[config.mk]
export PLATFORM = sky130hd
export DESIGN_NAME = rxaf_top
export DESIGN_NICKNAME = d
export VERILOG_FILES = /design/src/rtl/rxaf_pkg.sv /design/src/rtl/rxaf_regs.sv /design/src/rtl/rxaf_capture.sv /design/src/rtl/rxaf_match.sv /design/src/rtl/rxaf_top.sv
export SDC_FILE = /design/constraint.sdc
export NUM_CORES = 1
export LEC_CHECK = 0
export BUFFER_PORTS_ARGS = -buffer_cell sky130_fd_sc_hd__buf_2
export CORE_MARGIN = 4
export CORE_UTILIZATION = 56
export DETAILED_ROUTE_END_ITERATION = 16
export PLACE_DENSITY_LB_ADDON = 0.2
export SLEW_MARGIN = 20
export SYNTH_ARGS = -nofsm -noshare
export SYNTH_HDL_FRONTEND = slang
export SYNTH_SLANG_ARGS = --single-unit
[constraint.sdc]
create_clock -name clk -period 2.55 [get_ports clk]
set_input_delay 0.1275 -clock clk [delete_from_list [all_inputs] [get_ports clk]]
set_output_delay 0.1275 -clock clk [all_outputs]
set_load 0.02 [all_outputs]
[src/rtl/rxaf_pkg.sv]
// Shared constants, types and the multicast hash fold for the receive
// address filter. Assumes a 6-byte destination address, byte 0 first.
package rxaf_pkg;
    localparam int ADDR_BYTES = 6;
    localparam int HASH_W     = 6;
    localparam int HASH_SIZE  = 1 << HASH_W;
    localparam int CH_W       = 3;

    // Control word field positions
    localparam int CTL_PROM_EN = 21;
    localparam int CTL_PROM_CH = 16;
    localparam int CTL_BC_EN   = 13;
    localparam int CTL_BC_CH   = 8;
    localparam int CTL_MC_EN   = 5;
    localparam int CTL_MC_CH   = 0;

    // Register numbers
    localparam int RA_CTRL     = 0;
    localparam int RA_STN_HI   = 1;
    localparam int RA_STN_MID  = 2;
    localparam int RA_UC_SET   = 3;
    localparam int RA_UC_CLR   = 4;
    localparam int RA_HASH_LO  = 5;
    localparam int RA_HASH_HI  = 6;
    localparam int RA_LOW_BASE = 8;

    typedef logic [ADDR_BYTES-1:0][7:0] mac_t;

    typedef struct packed {
        logic            accept;
        logic [CH_W-1:0] chan;
    } verdict_t;

    // Fold the six address bytes into a hash table index.
    function automatic logic [HASH_W-1:0] hash_fold(input mac_t a);
        logic [7:0] acc;
        logic [7:0] b;
        acc = '0;
        for (int i = 0; i < ADDR_BYTES; i++) begin
            b = a[i];
            case (i % 3)
                0:       acc = acc ^ (b >> 2) ^ (b << 4);
                1:       acc = acc ^ (b >> 4) ^ (b << 2);
                default: acc = acc ^ (b >> 6) ^ b;
            endcase
        end
        return acc[HASH_W-1:0];
    endfunction
endpackage

[src/rtl/rxaf_regs.sv]
// Write-only configuration store for the address filter: control word,
// station address, per-channel last byte, unicast enables and hash table.
// Assumes NUM_CH <= 8 so that the per-channel registers fit in the map.
module rxaf_regs
    import rxaf_pkg::*;
#(
    parameter int NUM_CH = 8,
    parameter int REG_AW = 4
) (
    input  logic                   clk,
    input  logic                   rst_n,
    input  logic                   wr_en,
    input  logic [REG_AW-1:0]      wr_addr,
    input  logic [31:0]            wr_data,
    output logic [31:0]            ctrl,
    output logic [31:0]            stn_hi,
    output logic [7:0]             stn_mid,
    output logic [NUM_CH-1:0][7:0] ch_low,
    output logic [NUM_CH-1:0]      uc_en,
    output logic [HASH_SIZE-1:0]   hash_tbl
);
    localparam int HALF = HASH_SIZE / 2;

    function automatic logic hit(input logic [REG_AW-1:0] a, input int n);
        return wr_en && (a == REG_AW'(n));
    endfunction

    // Control word and the shared station address bytes.
    always_ff @(posedge clk) begin
        if (!rst_n) begin
            ctrl    <= '0;
            stn_hi  <= '0;
            stn_mid <= '0;
        end else begin
            if (hit(wr_addr, RA_CTRL))    ctrl    <= wr_data;
            if (hit(wr_addr, RA_STN_HI))  stn_hi  <= wr_data;
            if (hit(wr_addr, RA_STN_MID)) stn_mid <= wr_data[7:0];
        end
    end

    // Unicast channel enables: one write port sets, another clears.
    always_ff @(posedge clk) begin
        if (!rst_n) begin
            uc_en <= '0;
        end else if (hit(wr_addr, RA_UC_SET)) begin
            uc_en <= uc_en | wr_data[NUM_CH-1:0];
        end else if (hit(wr_addr, RA_UC_CLR)) begin
            uc_en <= uc_en & ~wr_data[NUM_CH-1:0];
        end
    end

    // Multicast hash table, two words.
    always_ff @(posedge clk) begin
        if (!rst_n) begin
            hash_tbl <= '0;
        end else begin
            if (hit(wr_addr, RA_HASH_LO)) hash_tbl[HALF-1:0]         <= wr_data[HALF-1:0];
            if (hit(wr_addr, RA_HASH_HI)) hash_tbl[HASH_SIZE-1:HALF] <= wr_data[HALF-1:0];
        end
    end

    // Per-channel last address byte.
    for (genvar c = 0; c < NUM_CH; c++) begin : g_low
        always_ff @(posedge clk) begin
            if (!rst_n)                            ch_low[c] <= '0;
            else if (hit(wr_addr, RA_LOW_BASE + c)) ch_low[c] <= wr_data[7:0];
        end
    end

    a_r7_set_takes: assert property (@(posedge clk) disable iff (!rst_n)
        (wr_en && wr_addr == REG_AW'(RA_UC_SET)) |=> ((~uc_en & $past(wr_data[NUM_CH-1:0])) == '0));
    a_r7_clear_takes: assert property (@(posedge clk) disable iff (!rst_n)
        (wr_en && wr_addr == REG_AW'(RA_UC_CLR)) |=> ((uc_en & $past(wr_data[NUM_CH-1:0])) == '0));
endmodule

[src/rtl/rxaf_capture.sv]
// Collects the six destination address bytes from the receive byte
// stream and pulses done for one cycle after the sixth byte is taken.
// Assumes in_sof is only meaningful together with in_valid.
module rxaf_capture
    import rxaf_pkg::*;
(
    input  logic       clk,
    input  logic       rst_n,
    input  logic       in_valid,
    input  logic       in_sof,
    input  logic [7:0] in_byte,
    output mac_t       addr,
    output logic       done,
    output logic       sof_take
);
    localparam int IDX_W = $clog2(ADDR_BYTES + 1);
    localparam logic [IDX_W-1:0] IDX_FULL = IDX_W'(ADDR_BYTES);
    localparam logic [IDX_W-1:0] IDX_LAST = IDX_W'(ADDR_BYTES - 1);

    logic [IDX_W-1:0] idx;

    assign sof_take = in_valid && in_sof;

    // Byte position counter and address store; idle once six bytes are in.
    always_ff @(posedge clk) begin
        if (!rst_n) begin
            idx  <= IDX_FULL;
            addr <= '0;
            done <= 1'b0;
        end else begin
            done <= 1'b0;
            if (sof_take) begin
                addr[0] <= in_byte;
                idx     <= IDX_W'(1);
            end else if (in_valid && idx < IDX_FULL) begin
                addr[idx] <= in_byte;
                idx       <= idx + IDX_W'(1);
                done      <= (idx == IDX_LAST);
            end
        end
    end

    a_r3_done_single: assert property (@(posedge clk) disable iff (!rst_n)
        done |=> !done);
    a_r2_done_from_byte: assert property (@(posedge clk) disable iff (!rst_n)
        $rose(done) |-> ($past(in_valid) && !$past(in_sof)));
endmodule

[src/rtl/rxaf_match.sv]
// Classifies the captured address (promiscuous, broadcast, unicast,
// multicast hash) and registers the verdict when capture completes.
// Assumes addr is stable from done until the next sof.
module rxaf_match
    import rxaf_pkg::*;
#(
    parameter int NUM_CH = 8
) (
    input  logic                   clk,
    input  logic                   rst_n,
    input  mac_t                   addr,
    input  logic                   done,
    input  logic                   sof_take,
    input  logic [31:0]            ctrl,
    input  logic [31:0]            stn_hi,
    input  logic [7:0]             stn_mid,
    input  logic [NUM_CH-1:0][7:0] ch_low,
    input  logic [NUM_CH-1:0]      uc_en,
    input  logic [HASH_SIZE-1:0]   hash_tbl,
    output logic                   res_valid,
    output logic                   res_accept,
    output logic [CH_W-1:0]        res_chan
);
    logic              is_bcast, is_mcast, upper_eq, uc_hit, mc_hit;
    logic [NUM_CH-1:0] ch_hit;
    logic [CH_W-1:0]   uc_chan;
    verdict_t          vd;

    // Per-channel last byte comparison.
    for (genvar c = 0; c < NUM_CH; c++) begin : g_hit
        assign ch_hit[c] = uc_en[c] && (addr[ADDR_BYTES-1] == ch_low[c]);
    end

    // Address classes and the lowest matching unicast channel.
    always_comb begin
        is_bcast = &addr;
        is_mcast = addr[0][0] && !is_bcast;
        upper_eq = (addr[3:0] == stn_hi) && (addr[4] == stn_mid);
        uc_hit   = upper_eq && (|ch_hit);
        mc_hit   = is_mcast && hash_tbl[hash_fold(addr)];
        uc_chan  = '0;
        for (int c = NUM_CH - 1; c >= 0; c--) begin
            if (ch_hit[c]) uc_chan = CH_W'(c);
        end
    end

    // Verdict by class precedence.
    always_comb begin
        vd = '0;
        if (ctrl[CTL_PROM_EN])
            vd = '{accept: 1'b1, chan: ctrl[CTL_PROM_CH +: CH_W]};
        else if (is_bcast && ctrl[CTL_BC_EN])
            vd = '{accept: 1'b1, chan: ctrl[CTL_BC_CH +: CH_W]};
        else if (uc_hit)
            vd = '{accept: 1'b1, chan: uc_chan};
        else if (mc_hit && ctrl[CTL_MC_EN])
            vd = '{accept: 1'b1, chan: ctrl[CTL_MC_CH +: CH_W]};
    end

    // Publish on completion, withdraw on the next frame start.
    always_ff @(posedge clk) begin
        if (!rst_n) begin
            res_valid  <= 1'b0;
            res_accept <= 1'b0;
            res_chan   <= '0;
        end else if (done) begin
            res_valid  <= 1'b1;
            res_accept <= vd.accept;
            res_chan   <= vd.chan;
        end else if (sof_take) begin
            res_valid  <= 1'b0;
            res_accept <= 1'b0;
            res_chan   <= '0;
        end
    end

    a_r3_rise_after_done: assert property (@(posedge clk) disable iff (!rst_n)
        $rose(res_valid) |-> $past(done));
    a_r3_clear_on_sof: assert property (@(posedge clk) disable iff (!rst_n)
        (sof_take && !done) |=> !res_valid);
    a_r3_hold: assert property (@(posedge clk) disable iff (!rst_n)
        (!done && !sof_take) |=> ($stable(res_valid) && $stable(res_accept) && $stable(res_chan)));
    a_r4_promisc: assert property (@(posedge clk) disable iff (!rst_n)
        (done && ctrl[CTL_PROM_EN]) |=> (res_accept && res_chan == $past(ctrl[CTL_PROM_CH +: CH_W])));
    a_r10_reject_chan0: assert property (@(posedge clk) disable iff (!rst_n)
        (!res_accept) |-> (res_chan == '0));
    a_r10_accept_valid: assert property (@(posedge clk) disable iff (!rst_n)
        res_accept |-> res_valid);
endmodule

[src/rtl/rxaf_top.sv]
// Receive destination address filter: captures the destination address
// from the byte stream and reports accept and channel per frame.
// Assumes NUM_CH <= 8 and REG_AW = 4 for the register numbering.
module rxaf_top
    import rxaf_pkg::*;
#(
    parameter int NUM_CH = 8,
    parameter int REG_AW = 4
) (
    input  logic              clk,
    input  logic              rst_n,
    input  logic              wr_en,
    input  logic [REG_AW-1:0] wr_addr,
    input  logic [31:0]       wr_data,
    input  logic              in_valid,
    input  logic              in_sof,
    input  logic [7:0]        in_byte,
    output logic              res_valid,
    output logic              res_accept,
    output logic [CH_W-1:0]   res_chan
);
    logic [31:0]            ctrl, stn_hi;
    logic [7:0]             stn_mid;
    logic [NUM_CH-1:0][7:0] ch_low;
    logic [NUM_CH-1:0]      uc_en;
    logic [HASH_SIZE-1:0]   hash_tbl;
    mac_t                   addr;
    logic                   done, sof_take;

    rxaf_regs #(.NUM_CH(NUM_CH), .REG_AW(REG_AW)) u_regs (
        .clk(clk), .rst_n(rst_n), .wr_en(wr_en), .wr_addr(wr_addr),
        .wr_data(wr_data), .ctrl(ctrl), .stn_hi(stn_hi), .stn_mid(stn_mid),
        .ch_low(ch_low), .uc_en(uc_en), .hash_tbl(hash_tbl)
    );

    rxaf_capture u_cap (
        .clk(clk), .rst_n(rst_n), .in_valid(in_valid), .in_sof(in_sof),
        .in_byte(in_byte), .addr(addr), .done(done), .sof_take(sof_take)
    );

    rxaf_match #(.NUM_CH(NUM_CH)) u_match (
        .clk(clk), .rst_n(rst_n), .addr(addr), .done(done), .sof_take(sof_take),
        .ctrl(ctrl), .stn_hi(stn_hi), .stn_mid(stn_mid), .ch_low(ch_low),
        .uc_en(uc_en), .hash_tbl(hash_tbl), .res_valid(res_valid),
        .res_accept(res_accept), .res_chan(res_chan)
    );
endmodule

==> flow_summary.ini, run 1 <==
[run_status]
status = finished with violations
violations = negative setup slack

[yosys]
syn_nets = 1322
ys_ff_latch = 245
yosysSeqAreaShare_pct = 41.4
synth_xor_area_share_pct = 11.5
syn_inst = 1271
synthAdderAreaFrac_pct = 0.211
synth_area_per_cell_um2 = 9.32
synth_compound_area_share_pct = 8.64
synth_top_family_by_area = simple AND/OR/NAND/NOR gates
synth_area_um2 = 11800
synth-simple-area-share_pct = 20.4
synthMuxAreaShare_pct = 15.1
ys_warn_count = 0
synth.distinct_cells = 46

[sta]
finalMaxSlewViolations = 0
fin_hold_ws_ns = 0.0518
post-route-period-util_pct = 102
hold_viol = 0
setup_viol = 4
rsz0062_at_grt = true
fin_skew_ns = 0.00722
maxClockFrequency_mhz = 383
relSlewSlack_pct = 42.4
layout_min_cycle_time_ns = 2.61
worst_slew_pin_slew_ns = 0.861
post-route-worst-setup-slack_ns = -0.0577

[power_and_ir_drop]
internal_power_mw = 6.46
p_clk_share_pct = 43.6
p_total_mw = 8.44
seqPwrFrac_pct = 46.6
p_leak_nw = 5.63
switching_share_pct = 23.4
powerDensity_nw_per_um2 = 597
switchingPower_mw = 1.98
max-vdd-ir-drop_mv = 0.552
pwr-share-comb_pct = 9.8

[placed_design]
portBuffers = 53
post-dp-hpwl_mm = 21.7
place_ws_ns = -0.253
placed_cell_area_um2 = 12700
gp_congestion = 0.932

[clock_tree]
cts_root_buf = clkbuf_16
path_clk_slew_ns = 0.06
cts_buffers = 26
ctsHtreeMaxLevel = 1
clock_tree.buffer_depth = 3
cts_tree = built
worstSkewPairLatency_ns = 0.53
numClockSinks = 245

[setup_path]
reg2reg_depth = 10
cp.arrival_ns = 3.02
critPathKind = reg -> reg
worstPathCellList = xor2_2, xnor2_2, xnor2_4, buf_6, mux4_2, mux2i_2, nor3_2, nor4b_4, buf_4, o32ai_2
slowest_delay_ns = 0.52
r2r_start = u_cap.addr[40]
worst_setup_path_start_kind = flip-flop
slowest_stage = mux4_2
r2r-end = u_match.res_chan[0]
regToRegSetupSlack_ns = -0.06
setup.worst_path.end_class = flip-flop
critical_path_required_ns = 2.96
crit_fanout = 4

[grt]
grt_pass1_wl_mm = 50.3
antenna_found_initial = 0
gr-total-overflow = 0
track_usage_pct = 26.3
grt_max_degree = 78
grt_pass1_vias = 9134

[detailed_routing]
drt_iter0_markers = 586
routed_wl_mm = 32.1
wl_per_cell_um = 19.1
drc = 0
detail_route.first_pass.iterations = 5
vias_per_cell = 5.57
ant_nets = 0
vias = 9353

[finish]
layout_common_cells = 236 x dfxtp_1, 229 x nand2_1, 152 x mux2i_1
layout-drive-gt1-share_pct = 15.7
final_common_cell = dfxtp_1
final_nets = 1441
syn_to_final_growth_pct = 19.4
antenna_cells = 0
fin_area_um2 = 14100
fillerInstances = 1599

[worst_hold_path]
hold_path_end = u_regs.stn_hi[3]
min-delay-start = wr_data[3]
hp-class = in -> reg
min_path_cells = 3

[floorplan]
placementRows = 52
die_y_um = 153
initial_core_util_pct = 57.8
dieWidth_um = 153
dieArea_um2 = 23500
core-area_um2 = 20500
ios = 54

[run]
drv_cap = 0
-- sequential cells by signal, summed over array words and instances, names as in the netlist, 3 cells and up, named ones only --
signal and cells:
u_regs.ch_low 64, u_regs.hash_tbl 64, u_cap.addr 48, u_regs.stn_hi 32, u_regs.ctrl 12, u_regs.stn_mid 8
u_cap.idx 3, u_match.res_chan 3
-- worst max-delay path by stage --
stage | depth (start not counted) | to | start
global route | 10 | u_match.res_chan[0] | u_cap.addr[40]
global placement | 10 | u_match.res_chan[0] | u_cap.addr[46]
CTS | 9 | u_match.res_chan[0] | u_cap.addr[13]
finish | 10 | u_match.res_chan[0] | u_cap.addr[40]
floorplan | 8 | u_match.res_chan[0] | u_cap.addr[16]
detailed placement | 10 | u_match.res_chan[0] | u_cap.addr[46]
-- cells in the mapped netlist (all sizes together) --
| library cell | n | area [µm²] |
|---|---|---|
| o211ai | 2 | 15.0 |
| nor3b | 2 | 15.0 |
| nand3b | 2 | 15.0 |
| clkbuf | 63 | 236 |
| a41oi | 1 | 8.76 |
| or2 | 1 | 6.26 |
| a31oi | 2 | 12.5 |
| xnor2 | 89 | 858 |
| nand3 | 14 | 70.1 |
| nor4b | 1 | 15.0 |
| o21bai | 2 | 15.0 |
| a311o | 1 | 10.0 |
| nor4 | 15 | 93.8 |
| xor2 | 57 | 499 |
| mux4 | 10 | 229 |
| nand2b | 5 | 31.3 |
| mux2 | 2 | 22.5 |
| or4 | 2 | 15.0 |
| nor2b | 145 | 907 |
| a21oi | 9 | 45.0 |
| nand2 | 231 | 867 |
| nor2 | 17 | 63.8 |
| o2111ai | 1 | 8.76 |
| a21boi | 96 | 721 |
| inv | 7 | 26.3 |
| or3 | 2 | 12.5 |
| a22oi | 8 | 60.1 |
| buf | 11 | 60.1 |
| nand4 | 28 | 175 |
| o21ai | 13 | 65.1 |
| o32ai | 1 | 16.3 |
| mux2i | 154 | 1540 |
| dfxtp | 245 | 4900 |
| ha | 2 | 25.0 |
| nor3 | 20 | 100 |
| and2 | 2 | 12.5 |
| o41ai | 1 | 16.3 |
| o31ai | 3 | 22.5 |
| a211oi | 1 | 7.51 |
| and3 | 3 | 18.8 |
-- timing repair --
action / CTS / global route
gates resized for setup: 22 / 17
hold buffers: 34 / 0
setup endpoints to repair: 4 / 4
cloned: 0 / 1
pin swaps: 13 / 10
endpoints found under the hold margin: 118 / 0
buffers inserted: 4 / 3
-- stage by stage --
| stage | TNS, ns | util [%] | cells |
|---|---|---|---|
| after floorplan | 0 | - | 1271 |
| after global placement | -0.651 | 62.1 | 1590 |
| after detailed placement | -0.960 | 62.1 | 1590 |
| after CTS | -0.00773 | 68.4 | 1674 |
| after global routing | -0.481 | 69.0 | 1678 |
| final | -0.188 | 69.0 | 1678 |
-- cells by family (layout without fill, tap and decap cells) --
logic type / Yosys count / after routing
compound gates: 141 / 141
xor+xnor: 146 / 146
fa+ha+maj: 2 / 2
buf+inv: 81 / 218
flops: 245 / 245
mux: 166 / 166
simple gates: 490 / 490
-- worst max-delay path: cells and delay by family (launching register included) --
family | cells | cell delay [ns]
xor+xnor | 3 | 0.66
buf+inv | 2 | 0.37
mux | 2 | 0.70
flops | 1 | 0.33
simple gates | 2 | 0.34
compound gates | 1 | 0.09
-- area by class of cell --
class	instances	area [µm²]	share of cell area (%)
Clock buffer	43	786	5.56
Tap cell	270	338	2.39
Sequential cell	245	4920	34.8
Inverter	7	30.0	0.212
Timing Repair Buffer	165	1270	8.98
Clock inverter	3	40.0	0.283
Multi-Input combinational cell	945	6760	47.8
-- routing by layer --
metal | global-route usage (%) | vias up | wire length [µm]
met5 | 0 | - | 0
met4 | 8.66 | 0 | 1060
met3 | 4.27 | 82 | 1810
met2 | 44.9 | 271 | 15500
met1 | 34.2 | 4475 | 13600
li1 | - | 4525 | -
-- power by group through the flow --
| stage | Combinational, mW | Clock [mW] | Sequential, mW |
|---|---|---|---|
| 2_1_floorplan | 0.461 | 0 | 4.00 |
| 3_3_place_gp | 0.704 | 0 | 4.01 |
| 3_5_place_dp | 0.713 | 0 | 4.01 |
| 4_1_cts | 0.778 | 3.73 | 3.93 |
| 5_1_grt | 0.880 | 3.89 | 3.94 |
| 6_report | 0.826 | 3.68 | 3.93 |
Power figures use the tool's default switching activity.
==> run 2, diff against run 1 <==
--- a/config.mk
+++ b/config.mk
@@ -9,7 +9,7 @@
 export CORE_MARGIN = 4
 export CORE_UTILIZATION = 56
 export DETAILED_ROUTE_END_ITERATION = 16
-export PLACE_DENSITY_LB_ADDON = 0.2
+export PLACE_DENSITY_LB_ADDON = 0.15
 export SLEW_MARGIN = 20
 export SYNTH_ARGS = -nofsm -noshare
 export SYNTH_HDL_FRONTEND = slang
==> run 2 against run 1 <==
Compared with the run above:
- core utilization increased by 0.37 points
- sequential share of layout area decreased by 0.25 points
- global-route usage up 0.47 points
- largest cell class unchanged
- fmax is 0.23% lower
- power increased by 2.7%
- highest routed layer unchanged
- critical path type unchanged
- the flow still finishes with violations (negative setup slack)
==> flow_summary.ini, run 2 (synthesized netlist as in run 1, its figures left out) <==
[setup_path]
setup.worst_path.end_class = flip-flop
crit_fanout = 7
worstPathCellList = xor2_2, xnor2_2, xnor2_4, buf_12, buf_8, mux4_2, mux2i_1, nor3_2, nor4b_4, buf_4, o32ai_2
r2r_start = u_cap.addr[40]
regToRegSetupSlack_ns = -0.06
slowest_stage = mux4_2
path_delay_family = multiplexers
crit_buf_inv = 3
critPathKind = reg -> reg
r2r-end = u_match.res_chan[0]
worst_setup_path_start_kind = flip-flop
slowest_delay_ns = 0.49
critical_path_required_ns = 2.96
reg2reg_depth = 11
cp.arrival_ns = 3.02

[run]
drv_cap = 0

[detailed_routing]
drc = 0
drt_iter0_markers = 526
wl_per_cell_um = 19.2
vias = 9315
routed_wl_mm = 32.4
detail_route.first_pass.iterations = 7
ant_nets = 0
vias_per_cell = 5.53

[clock_tree]
cts_tree = built
numClockSinks = 245
path_clk_slew_ns = 0.06
worstSkewPairLatency_ns = 0.53
cts_root_buf = clkbuf_16
cts_buffers = 26
clock_tree.buffer_depth = 3
ctsHtreeMaxLevel = 1

[finish]
reg_top3 = u_regs.ch_low (64), u_regs.hash_tbl (64), u_cap.addr (48)
final_nets = 1446
final_common_cell = dfxtp_1
fillerInstances = 1590
multi_input_area_um2 = 6730
layout_common_cells = 244 x dfxtp_1, 231 x nand2_1, 154 x mux2i_1
antenna_cells = 0
syn_to_final_growth_pct = 20.0
seqCellArea_um2 = 4910
layout-drive-gt1-share_pct = 15.8
instances_no_fill = 1685

[grt]
grt_pass1_wl_mm = 51.0
grt_max_degree = 114
gr-total-overflow = 0
grt_pass1_vias = 9294
track_usage_pct = 26.8
antenna_found_initial = 0

[power_and_ir_drop]
internal_power_mw = 6.60
powerDensity_nw_per_um2 = 610
pwr-share-comb_pct = 9.6
p_clk_share_pct = 45.1
max-vdd-ir-drop_mv = 0.514
p_leak_nw = 5.70
switching_share_pct = 23.8
switchingPower_mw = 2.07
seqPwrFrac_pct = 45.3

[sta]
worst_slew_pin_slew_ns = 0.708
setup_viol = 4
relSlewSlack_pct = 52.7
finalMaxSlewViolations = 0
post-route-worst-setup-slack_ns = -0.0637
maxClockFrequency_mhz = 383
hold_viol = 0
rsz0062_at_grt = true
post-route-period-util_pct = 102
layout_min_cycle_time_ns = 2.61
fin_skew_ns = 0.00730

[worst_hold_path]
min_path_cells = 3
hold_path_end = u_regs.stn_hi[6]
hp-class = in -> reg
min-delay-start = wr_data[6]

[floorplan]
core-area_um2 = 20500
placementRows = 52
dieWidth_um = 153
ios = 54
initial_core_util_pct = 57.8
dieArea_um2 = 23500
die_y_um = 153

[placed_design]
gp_congestion = 0.917
dp.cells = 1597
portBuffers = 53
post-dp-hpwl_mm = 21.8
place_ws_ns = -0.226

[run_status]
status = finished with violations
violations = negative setup slack
==> run 2: cell count changes in the layout (fill, tap and decap cells not counted), moves of 2 or more <==
cell,before,now
mux2i_2,2,0
o31ai_2,2,0
mux2i_1,152,154
dfxtp_2,9,1
buf_4,68,76
clkbuf_1,11,3
nand2_1,229,231
o31ai_1,1,3
buf_12,2,4
clkinv_2,2,6
clkbuf_8,5,10
nand2_2,2,0
buf_6,7,1
dfxtp_1,236,244
==> run 2: stage by stage <==
step           power (mW)  hold slack [ns]  utilization [%]  cell area, µm²  setup TNS, ns
6_report             8.67           0.0417             69.4           14200         -0.185
5_1_grt              8.92           0.0555             69.4           14200         -0.497
4_1_cts              8.67           0.0142             68.9           14100         -0.146
3_5_place_dp         4.74            0.423             62.5           12800         -0.880
3_3_place_gp         4.73            0.409             62.5           12800         -0.634
2_1_floorplan        4.46            0.272                -           11900              0
==> run 2: layout make-up <==
cell class,count,share of cell area [%]
sequential,245,34.5
multi-input combinational,945,47.4
inverter,7,0.185
timing repair buffer,170,9.27
tap,270,2.38
clock buffer,40,5.80
clock inverter,8,0.502
==> run 2: worst register-to-register path: cells and delay by family (launching register included) <==
family	cells	cell delay [ns]
AO/OA/AOI/OAI	1	0.09
XOR/XNOR	3	0.63
buffers and inverters	3	0.46
flip-flops	1	0.33
multiplexers	2	0.68
AND/OR/NAND/NOR	2	0.30
==> run 2: power groups by stage <==
stage / Sequential (mW) / Clock [mW] / Combinational [mW]
final: 3.93 / 3.91 / 0.830
after global routing: 3.94 / 4.10 / 0.884
after CTS: 3.93 / 3.95 / 0.787
after detailed placement: 4.01 / 0 / 0.727
after global placement: 4.01 / 0 / 0.718
after floorplan: 4.00 / 0 / 0.461
==> run 2: worst max path at each step <==
stage	endpoint	from	cells after the start	slack (ns)
after global placement	u_match.res_chan[0]	u_cap.addr[46]	10	-0.17
after CTS	u_match.res_chan[0]	u_cap.addr[36]	12	-0.05
after detailed placement	u_match.res_chan[0]	u_cap.addr[46]	10	-0.23
after floorplan	u_match.res_chan[0]	u_cap.addr[16]	8	0.005
after global routing	u_match.res_chan[0]	u_cap.addr[47]	11	-0.15
final	u_match.res_chan[0]	u_cap.addr[40]	11	-0.06
==> run 2: routing by layer <==
layer,GRT usage [%],up-vias,part of all wire (%)
met5,0,-,0
met4,8.58,0,3.5
met3,3.45,77,4.6
met2,45.8,242,48
met1,35.4,4473,44
li1,-,4523,-
==> run 2: repair_timing <==
| item | CTS | global route |
|---|---|---|
| setup buffers | 2 | 3 |
| cloned | 0 | 1 |
| pin swaps | 5 | 11 |
| hold endpoints to repair | 121 | 0 |
| gates resized for setup | 9 | 13 |
| hold buffers | 34 | 0 |
| setup endpoints to repair | 4 | 4 |
